## src/rtl/byte_write_seq_pkg.sv

```systemverilog
package byte_write_seq_pkg;

    typedef enum logic [1:0] {
        ST_IDLE   = 2'd0,
        ST_SETUP  = 2'd1,
        ST_STROBE = 2'd2,
        ST_FINISH = 2'd3
    } seq_state_e;

endpackage

```

## src/rtl/seq_payload_store.sv

```systemverilog
module seq_payload_store #(
    parameter int DATA_W = 8,
    parameter int DEPTH  = 64,
    localparam int IDX_W = $clog2(DEPTH)
) (
    input  logic              clk,
    input  logic              wr_en,
    input  logic [IDX_W-1:0]  wr_idx,
    input  logic [DATA_W-1:0] wr_byte,
    input  logic [IDX_W-1:0]  rd_idx,
    output logic [DATA_W-1:0] rd_byte
);

    logic [DATA_W-1:0] cells [DEPTH];

    always_ff @(posedge clk) begin
        if (wr_en) begin
            cells[wr_idx] <= wr_byte;
        end
    end

    assign rd_byte = cells[rd_idx];

endmodule

```

## src/rtl/seq_cursor.sv

```systemverilog
module seq_cursor #(
    parameter int ADDR_W = 16,
    parameter int LEN_W  = 8,
    parameter int DEPTH  = 64,
    localparam int IDX_W = $clog2(DEPTH),
    localparam int CNT_W = $clog2(DEPTH + 1)
) (
    input  logic              clk,
    input  logic              rst_n,
    input  logic              begin_run,
    input  logic              advance,
    input  logic [ADDR_W-1:0] first_addr,
    input  logic [LEN_W-1:0]  byte_count,
    output logic [ADDR_W-1:0] cur_addr,
    output logic [IDX_W-1:0]  cur_idx,
    output logic              last_byte
);

    logic [CNT_W-1:0] remaining;
    logic [CNT_W-1:0] clamped;

    // Counts beyond the store depth are limited to the depth
    always_comb begin
        if (byte_count > LEN_W'(DEPTH)) begin
            clamped = CNT_W'(DEPTH);
        end else begin
            clamped = CNT_W'(byte_count);
        end
    end

    always_ff @(posedge clk or negedge rst_n) begin
        if (!rst_n) begin
            cur_addr  <= '0;
            cur_idx   <= '0;
            remaining <= '0;
        end else if (begin_run) begin
            cur_addr  <= first_addr;
            cur_idx   <= '0;
            remaining <= clamped;
        end else if (advance) begin
            cur_addr  <= cur_addr + 1'b1;
            cur_idx   <= cur_idx + 1'b1;
            remaining <= remaining - 1'b1;
        end
    end

    assign last_byte = (remaining == CNT_W'(1));

endmodule

```

## src/rtl/seq_ctrl.sv

```systemverilog
module seq_ctrl
    import byte_write_seq_pkg::*;
(
    input  logic clk,
    input  logic rst_n,
    input  logic start,
    input  logic len_zero,
    input  logic last_byte,
    output logic begin_run,
    output logic advance,
    output logic stb,
    output logic busy,
    output logic done
);

    seq_state_e state_q;
    seq_state_e state_d;

    always_ff @(posedge clk or negedge rst_n) begin
        if (!rst_n) begin
            state_q <= ST_IDLE;
        end else begin
            state_q <= state_d;
        end
    end

    always_comb begin
        state_d = state_q;
        unique case (state_q)
            ST_IDLE: begin
                if (start) begin
                    state_d = len_zero ? ST_FINISH : ST_SETUP;
                end
            end
            ST_SETUP:  state_d = ST_STROBE;
            ST_STROBE: state_d = last_byte ? ST_FINISH : ST_SETUP;
            ST_FINISH: state_d = ST_IDLE;
            default:   state_d = ST_IDLE;
        endcase
    end

    always_comb begin
        begin_run = 1'b0;
        advance   = 1'b0;
        stb       = 1'b0;
        busy      = 1'b0;
        done      = 1'b0;
        unique case (state_q)
            ST_IDLE: begin
                begin_run = start && !len_zero;
            end
            ST_SETUP: begin
                busy = 1'b1;
            end
            ST_STROBE: begin
                busy    = 1'b1;
                stb     = 1'b1;
                advance = !last_byte;
            end
            ST_FINISH: begin
                done = 1'b1;
            end
            default: begin
                busy = 1'b0;
            end
        endcase
    end

endmodule

```

## src/rtl/byte_write_seq.sv

```systemverilog
module byte_write_seq #(
    parameter int ADDR_W = 16,
    parameter int DATA_W = 8,
    parameter int DEPTH  = 64,
    parameter int LEN_W  = 8,
    localparam int IDX_W = $clog2(DEPTH)
) (
    input  logic              clk,
    input  logic              rst_n,
    input  logic              pl_we,
    input  logic [IDX_W-1:0]  pl_idx,
    input  logic [DATA_W-1:0] pl_byte,
    input  logic              cmd_start,
    input  logic [ADDR_W-1:0] cmd_addr,
    input  logic [LEN_W-1:0]  cmd_len,
    output logic [ADDR_W-1:0] wr_addr,
    output logic [DATA_W-1:0] wr_data,
    output logic              wr_stb,
    output logic              busy,
    output logic              done
);

    logic             begin_run;
    logic             advance;
    logic             last_byte;
    logic [IDX_W-1:0] cur_idx;

    seq_ctrl u_ctrl (
        .clk       (clk),
        .rst_n     (rst_n),
        .start     (cmd_start),
        .len_zero  (cmd_len == '0),
        .last_byte (last_byte),
        .begin_run (begin_run),
        .advance   (advance),
        .stb       (wr_stb),
        .busy      (busy),
        .done      (done)
    );

    seq_cursor #(
        .ADDR_W (ADDR_W),
        .LEN_W  (LEN_W),
        .DEPTH  (DEPTH)
    ) u_cursor (
        .clk        (clk),
        .rst_n      (rst_n),
        .begin_run  (begin_run),
        .advance    (advance),
        .first_addr (cmd_addr),
        .byte_count (cmd_len),
        .cur_addr   (wr_addr),
        .cur_idx    (cur_idx),
        .last_byte  (last_byte)
    );

    seq_payload_store #(
        .DATA_W (DATA_W),
        .DEPTH  (DEPTH)
    ) u_store (
        .clk     (clk),
        .wr_en   (pl_we),
        .wr_idx  (pl_idx),
        .wr_byte (pl_byte),
        .rd_idx  (cur_idx),
        .rd_byte (wr_data)
    );

endmodule

```

## config.mk

```make
export PLATFORM = sky130hd
export DESIGN_NAME = byte_write_seq
export DESIGN_NICKNAME = d
export VERILOG_FILES = /design/src/rtl/byte_write_seq_pkg.sv /design/src/rtl/seq_payload_store.sv /design/src/rtl/seq_cursor.sv /design/src/rtl/seq_ctrl.sv /design/src/rtl/byte_write_seq.sv
export SDC_FILE = /design/constraint.sdc
export NUM_CORES = 1
export LEC_CHECK = 0
export BUFFER_PORTS_ARGS = -buffer_cell sky130_fd_sc_hd__buf_2
export CAP_MARGIN = 20
export CELL_PAD_IN_SITES_DETAIL_PLACEMENT = 0
export CELL_PAD_IN_SITES_GLOBAL_PLACEMENT = 1
export CORE_MARGIN = 2
export CORE_UTILIZATION = 50
export DETAILED_ROUTE_END_ITERATION = 16
export PLACE_DENSITY_LB_ADDON = 0.1
export SETUP_SLACK_MARGIN = 0.2
export SYNTH_ARGS = -nofsm -noshare
export SYNTH_HDL_FRONTEND = slang
export SYNTH_SLANG_ARGS = --single-unit
```

## constraint.sdc

```tcl
create_clock -name clk -period 3 [get_ports clk]
set_input_delay 0.6 -clock clk [delete_from_list [all_inputs] [get_ports clk]]
set_output_delay 0.6 -clock clk [all_outputs]
set_load 0.02 [all_outputs]
```

# Word-level counts from Yosys, hierarchy flattened

Memories as Yosys holds them, arrays and structs flattened.
Cells that the tools add are included.

Input port bits: 42
Memory bits (writable): 512
Word-level logic and storage cells: 39
Output and inout bits: 27
Memories kept: 1
Register bits: 31

Reduce and logical (&&, ||, !) cells: 7
Order comparisons: 1
Multiplexer cells: 18
Equal/unequal tests: 5
Add/subtract/negate cells: 3

Memory list:

| name          | depth | width | read ports | clocked after Yosys merged registers in | write ports | line                    | RTL |
|---|---|---|---|---|---|---|---|
| u_store.cells | 64    | 8     | 1          | 0                                       | 1           | seq_payload_store.sv:14 | `logic [DATA_W-1:0] cells [DEPTH];` |

Operator list:

| kind                    | number |
|---|---|
| $mux W16                | 2 |
| $mux W7                 | 3 |
| $add A16 B1 Y16 const B | 1 |
| $mux W6                 | 2 |
| $gt A8 B7 Y1 const B    | 1 |
| $logic_not A8 Y1        | 1 |
| $pmux W2 S4             | 1 |
| $eq A7 B1 Y1 const B    | 1 |
| $mux W1                 | 7 |
| $sub A7 B1 Y7 const B   | 1 |
| $add A6 B1 Y6 const B   | 1 |
| $mux W2                 | 3 |
| $eq A2 B2 Y1 const B    | 2 |
| $eq A2 B1 Y1 const B    | 1 |
| $logic_not A1 Y1        | 2 |
| $logic_not A2 Y1        | 1 |
| $ne A2 B2 Y1 const B    | 1 |
| $reduce_bool A2 Y1      | 1 |
| $reduce_or A2 Y1        | 1 |
| $logic_and A1 B1 Y1     | 1 |

# Longest topological paths before layout

Word-level depth: 5
Depth in mapped cells: 9
Depth with buffers taken out: 7

# Hierarchy

From an unflattened synthesis, not the netlist that was laid out.

Cell total of the unflattened synthesis: 1123
Area, all modules: 21824.7 um^2

Modules (own cells, without submodules):

| module            | cells an instance | sequential area each (um^2) | instances | area an instance (um^2) |
|---|---|---|---|---|
| seq_payload_store | 932               | 15374.7                     | 1         | 20006.7 |
| seq_cursor        | 170               | 725.7                       | 1         | 1636.6 |
| seq_ctrl          | 18                | 50.0                        | 1         | 162.7 |
| byte_write_seq    | 3                 | 0.0                         | 1         | 18.8 |

# Worst setup path before layout

No wires, ideal clock.

Path type: reg-to-output
Start: register u_cursor.cur_idx[0]
End: output port wr_data[4]
Cell stages (with the launch flop): 9
Arrival time: 2.074 ns
Required time: 2.400 ns
Path slack: 0.326 ns
Path buffers: 3
Cell sequence: dfrtp_1 > buf_2 > or3b_1 > clkbuf_1 > buf_2 > o22a_1 > nand3_1 > o22ai_1 > nor3_1

Cells in the longest elaborated chain, start to end: 1

RTL lines:

| element                  | line                 | RTL |
|---|---|---|
| start: declaration       | seq_cursor.sv:15     | `output logic [IDX_W-1:0] cur_idx,` |
| start signal: assignment | seq_cursor.sv:42     | `cur_idx <= cur_idx + 1'b1;` |
| $mem_v2 Z64 W8           | --                   |  |
| end: declaration         | byte_write_seq.sv:17 | `output logic [DATA_W-1:0] wr_data,` |

Every way passes these cells.

# Final worst setup path

Ends and elaborated chain as after synthesis.

==> flow_summary.rst <==
.. list-table::
   :header-rows: 1

   * - Metric
     - Value
   * - Outcome
     - complete, but fails checks
   * - Violations in the final reports
     - negative setup slack
   * - Largest family of logic cells by synthesized area
     - multiplexers
   * - Arrival time of data at the critical path endpoint
     - 2850 ps
   * - Fraction of synthesized cell area in xor and xnor cells
     - 0.00966
   * - Multiplexer area fraction after synthesis
     - 0.143
   * - Pin count of the biggest net entering global routing
     - 65
   * - Number of nets in the synthesized netlist
     - 1217
   * - Slew of the pin with the lowest slew margin
     - 849 ps
   * - Synthesized area per cell
     - 18.6 sq um
   * - Die span in y
     - 213 um
   * - Die span in x
     - 213 um
   * - Most frequent cell after synthesis
     - edfxtp_1
   * - Worst EP required
     - 2400 ps
   * - Flip-flop and latch count after synthesis
     - 543
   * - Fraction of layout cells with a size suffix above 1
     - 0.347
   * - DP HPWL
     - 34.0 mm
   * - Number of cells on the worst reg-to-reg path
     - 6
   * - Via density per instance
     - 5.75
   * - Worst Path Max Fanout
     - 8
   * - Longest Clk Path Bufs
     - 3
   * - Worst skew pair latency
     - 600 ps
   * - Simple-gate share of the synthesized area
     - 0.0462
   * - Hold-fix buffers, CTS
     - 0
   * - EDFF count, synth
     - 512
   * - CP endpoint kind
     - output port
   * - Post-Syn Instances
     - 1167
   * - Number of sinks handled by clock tree synthesis
     - 543
   * - First-pass iteration count of the detailed router
     - 7
   * - Max_slew headroom
     - 0.432
   * - Iteration-0 DRC count of the detailed router
     - 973
   * - Warning count from the yosys run
     - 0
   * - Post-Route Hold Slack
     - 87.9 ps
   * - Fraction of synthesized cell area taken by the top area cell type
     - 0.707
   * - CTS tree
     - done
   * - Compound-Gate Fraction of Synth Area
     - 0.0365
   * - Most used flip-flop cell after synthesis
     - edfxtp_1
   * - Placed insts
     - 1909
   * - Residual DRC count
     - 0
   * - Reg2reg start
     - u_ctrl.state_q[0]
   * - Count of fill cells added during filler insertion
     - 3217
   * - Max H-tree Level
     - 2
   * - Post-layout nets
     - 1449
   * - Endpoint of the worst register-to-register path
     - u_cursor.remaining[6]
   * - Placement-stage cell area
     - 23800 sq um
   * - VDD IR-drop max
     - 0.000505 V
   * - Number of hold-slack violations in the final timing report
     - 0
   * - Max-cap check violation count
     - 0
   * - Placeable core region
     - 43000 sq um
   * - Total global routing overflow
     - 0
   * - Register clock-pin slew on the reported worst setup and hold paths
     - 60 ps
   * - Ranking of synthesized cells by instance count
     - 512 x edfxtp_1, 95 x mux4_2, 91 x nor2_1
   * - Total wire length
     - 52.1 mm
   * - Crit start category
     - flip-flop
   * - Aggregate global-route resource usage
     - 0.237
   * - Register-to-Register Setup Slack
     - 700 ps
   * - Adder and majority cell fraction of the synthesized area
     - 0.00460
   * - TritonCTS Buffers
     - 56
   * - Setup repair after global routing missed its margin
     - yes
   * - Final Non-Filler Cells
     - 2028
   * - Inserted Diodes
     - 0
   * - Kind of critical path
     - reg -> out
   * - Number of different library cells in the post-synthesis netlist
     - 55
   * - Mean routed wirelength per cell
     - 25.7 um
   * - Portion of the post-synthesis area used by sequential elements
     - 0.742
   * - DR vias
     - 11700
   * - Area growth from synthesis to layout
     - 20.4%
   * - Maximum achievable frequency
     - 290 MHz
   * - Final setup fails
     - 8
   * - First-pass GRT wire length
     - 77.1 mm
   * - Final worst path period need
     - 3450 ps
   * - Cell chosen for the clock root
     - clkbuf_16
   * - Residual antenna-violating net count after detailed routing
     - 0
   * - Total standard cell area after synthesis
     - 21800 sq um
   * - Antenna violations before repair
     - 0
   * - Starting Density
     - 0.506
   * - Top area cells in the synthesized netlist
     - edfxtp_1 71%, mux4_2 9.8%, dfrtp_1 3.6%
   * - Count of final max-slew check failures
     - 0
   * - Number of global-route vias before repair
     - 11900
   * - Skew final
     - 9.81 ps
   * - Type of the tightest min-delay check
     - in -> async
   * - GPL Wtd Cong
     - 0.885
   * - # rows
     - 76
   * - Setup slack after layout
     - -449 ps
   * - Area of the die
     - 45200 sq um
   * - Top Ports
     - 69
   * - Non-Filler Cell Area, Final
     - 26200 sq um
   * - Period Utilization, post-route
     - 1.15
   * - Reported leakage power
     - 8.55 nW
   * - Number of buffers inserted by port buffering
     - 68
   * - Cell area power density
     - 770 nW/um^2
   * - Fraction of registers with async set/reset
     - 0.0571
   * - Largest area contributor in the netlist
     - edfxtp_1
==> worst max path at each step <==
stage / startpoint / endpoint / depth (start not counted)
final: u_cursor.cur_idx[0] / wr_data[4] / 9
after detailed placement: u_cursor.cur_idx[1] / wr_data[4] / 9
after global routing: u_cursor.cur_idx[0] / wr_data[4] / 9
after floorplan: u_cursor.cur_idx[0] / wr_data[4] / 8
after global placement: u_cursor.cur_idx[1] / wr_data[4] / 9
after CTS: u_cursor.cur_idx[0] / wr_data[4] / 9
==> power by group <==
group | switching [mW] | total, mW | internal, mW
clock | 2.78 | 6.48 | 3.71
sequential | 0.226 | 8.75 | 8.52
combinational | 2.51 | 4.94 | 2.43
total | 5.51 | 20.2 | 14.7
==> metrics by stage <==
stage / setup TNS [ps] / power (mW) / setup slack, ps / util
floorplan: 0 / 11.7 / 326 / -
CTS: -4270 / 20.0 / -581 / 0.599
detailed placement: -343 / 13.2 / -298 / 0.553
finish: -3240 / 20.2 / -449 / 0.609
global placement: -310 / 13.2 / -295 / 0.553
global route: -3850 / 21.0 / -518 / 0.609
==> layout by cell type, fill, tap and decap left out, drive strengths merged, types with 16 or more instances in the layout <==
master  synthesis  routed
a22oi          19      19
buf            41     235
clkbuf         21      72
clkinv          0      26
dfrtp          31      31
edfxtp        512     512
mux2           31      31
mux2i          62      62
mux4           95      95
nand2          47      47
nand3          25      25
nor2           92      92
o21ai          32      32
xor2           16      16
==> layout make-up <==
class	instances	area (sq um)	share of cell area
Tap cell	585	732	0.0279
Clock inverter	31	211	0.00807
Timing Repair Buffer	236	1960	0.0748
Multi-Input combinational cell	553	5620	0.214
Sequential cell	543	16200	0.617
Inverter	9	33.8	0.00129
Clock buffer	71	1480	0.0565
==> per-layer routing <==
metal  GRT usage  vias to the layer above  wire [um]
met5           0                        -          0
met4      0.0943                        0       1570
met3      0.0301                       90       3070
met2       0.380                      405      25300
met1       0.335                     5999      22100
li1            -                     5177          -
==> what timing repair did <==
action / 4_1_cts / 5_1_grt
setup buffers: 5 / 10
resized for setup: 45 / 81
pin swaps: 5 / 14
hold endpoints to repair: 0 / 0
cloned: 1 / 1
endpoints found under the setup margin: 8 / 8
==> kinds of logic (layout without fill, tap and decap cells) <==
group,after synthesis,in the layout
flip-flops,543,543
AND/OR/NAND/NOR,216,216
multiplexers,188,188
AO/OA/AOI/OAI,117,117
buffers and inverters,71,347
XOR/XNOR,24,24
adder cells (fa/ha/maj),8,8
==> registers in the layout, summed over array words and instances (netlist names) <==
register            flops
u_ctrl.state_q          2
u_cursor.remaining      7
u_cursor.cur_idx        6
u_cursor.cur_addr      16
u_store.cells         512
==> worst max-delay path: stages, from the launching register on <==
cell and delay (ps):
dfrtp_4 500, buf_12 160, buf_8 100, mux4_2 530
mux2i_4 230, nor2_2 90, a211oi_4 250, nor3_4 100
buf_4 150, buf_6 120
Power figures use the tool's default switching activity.
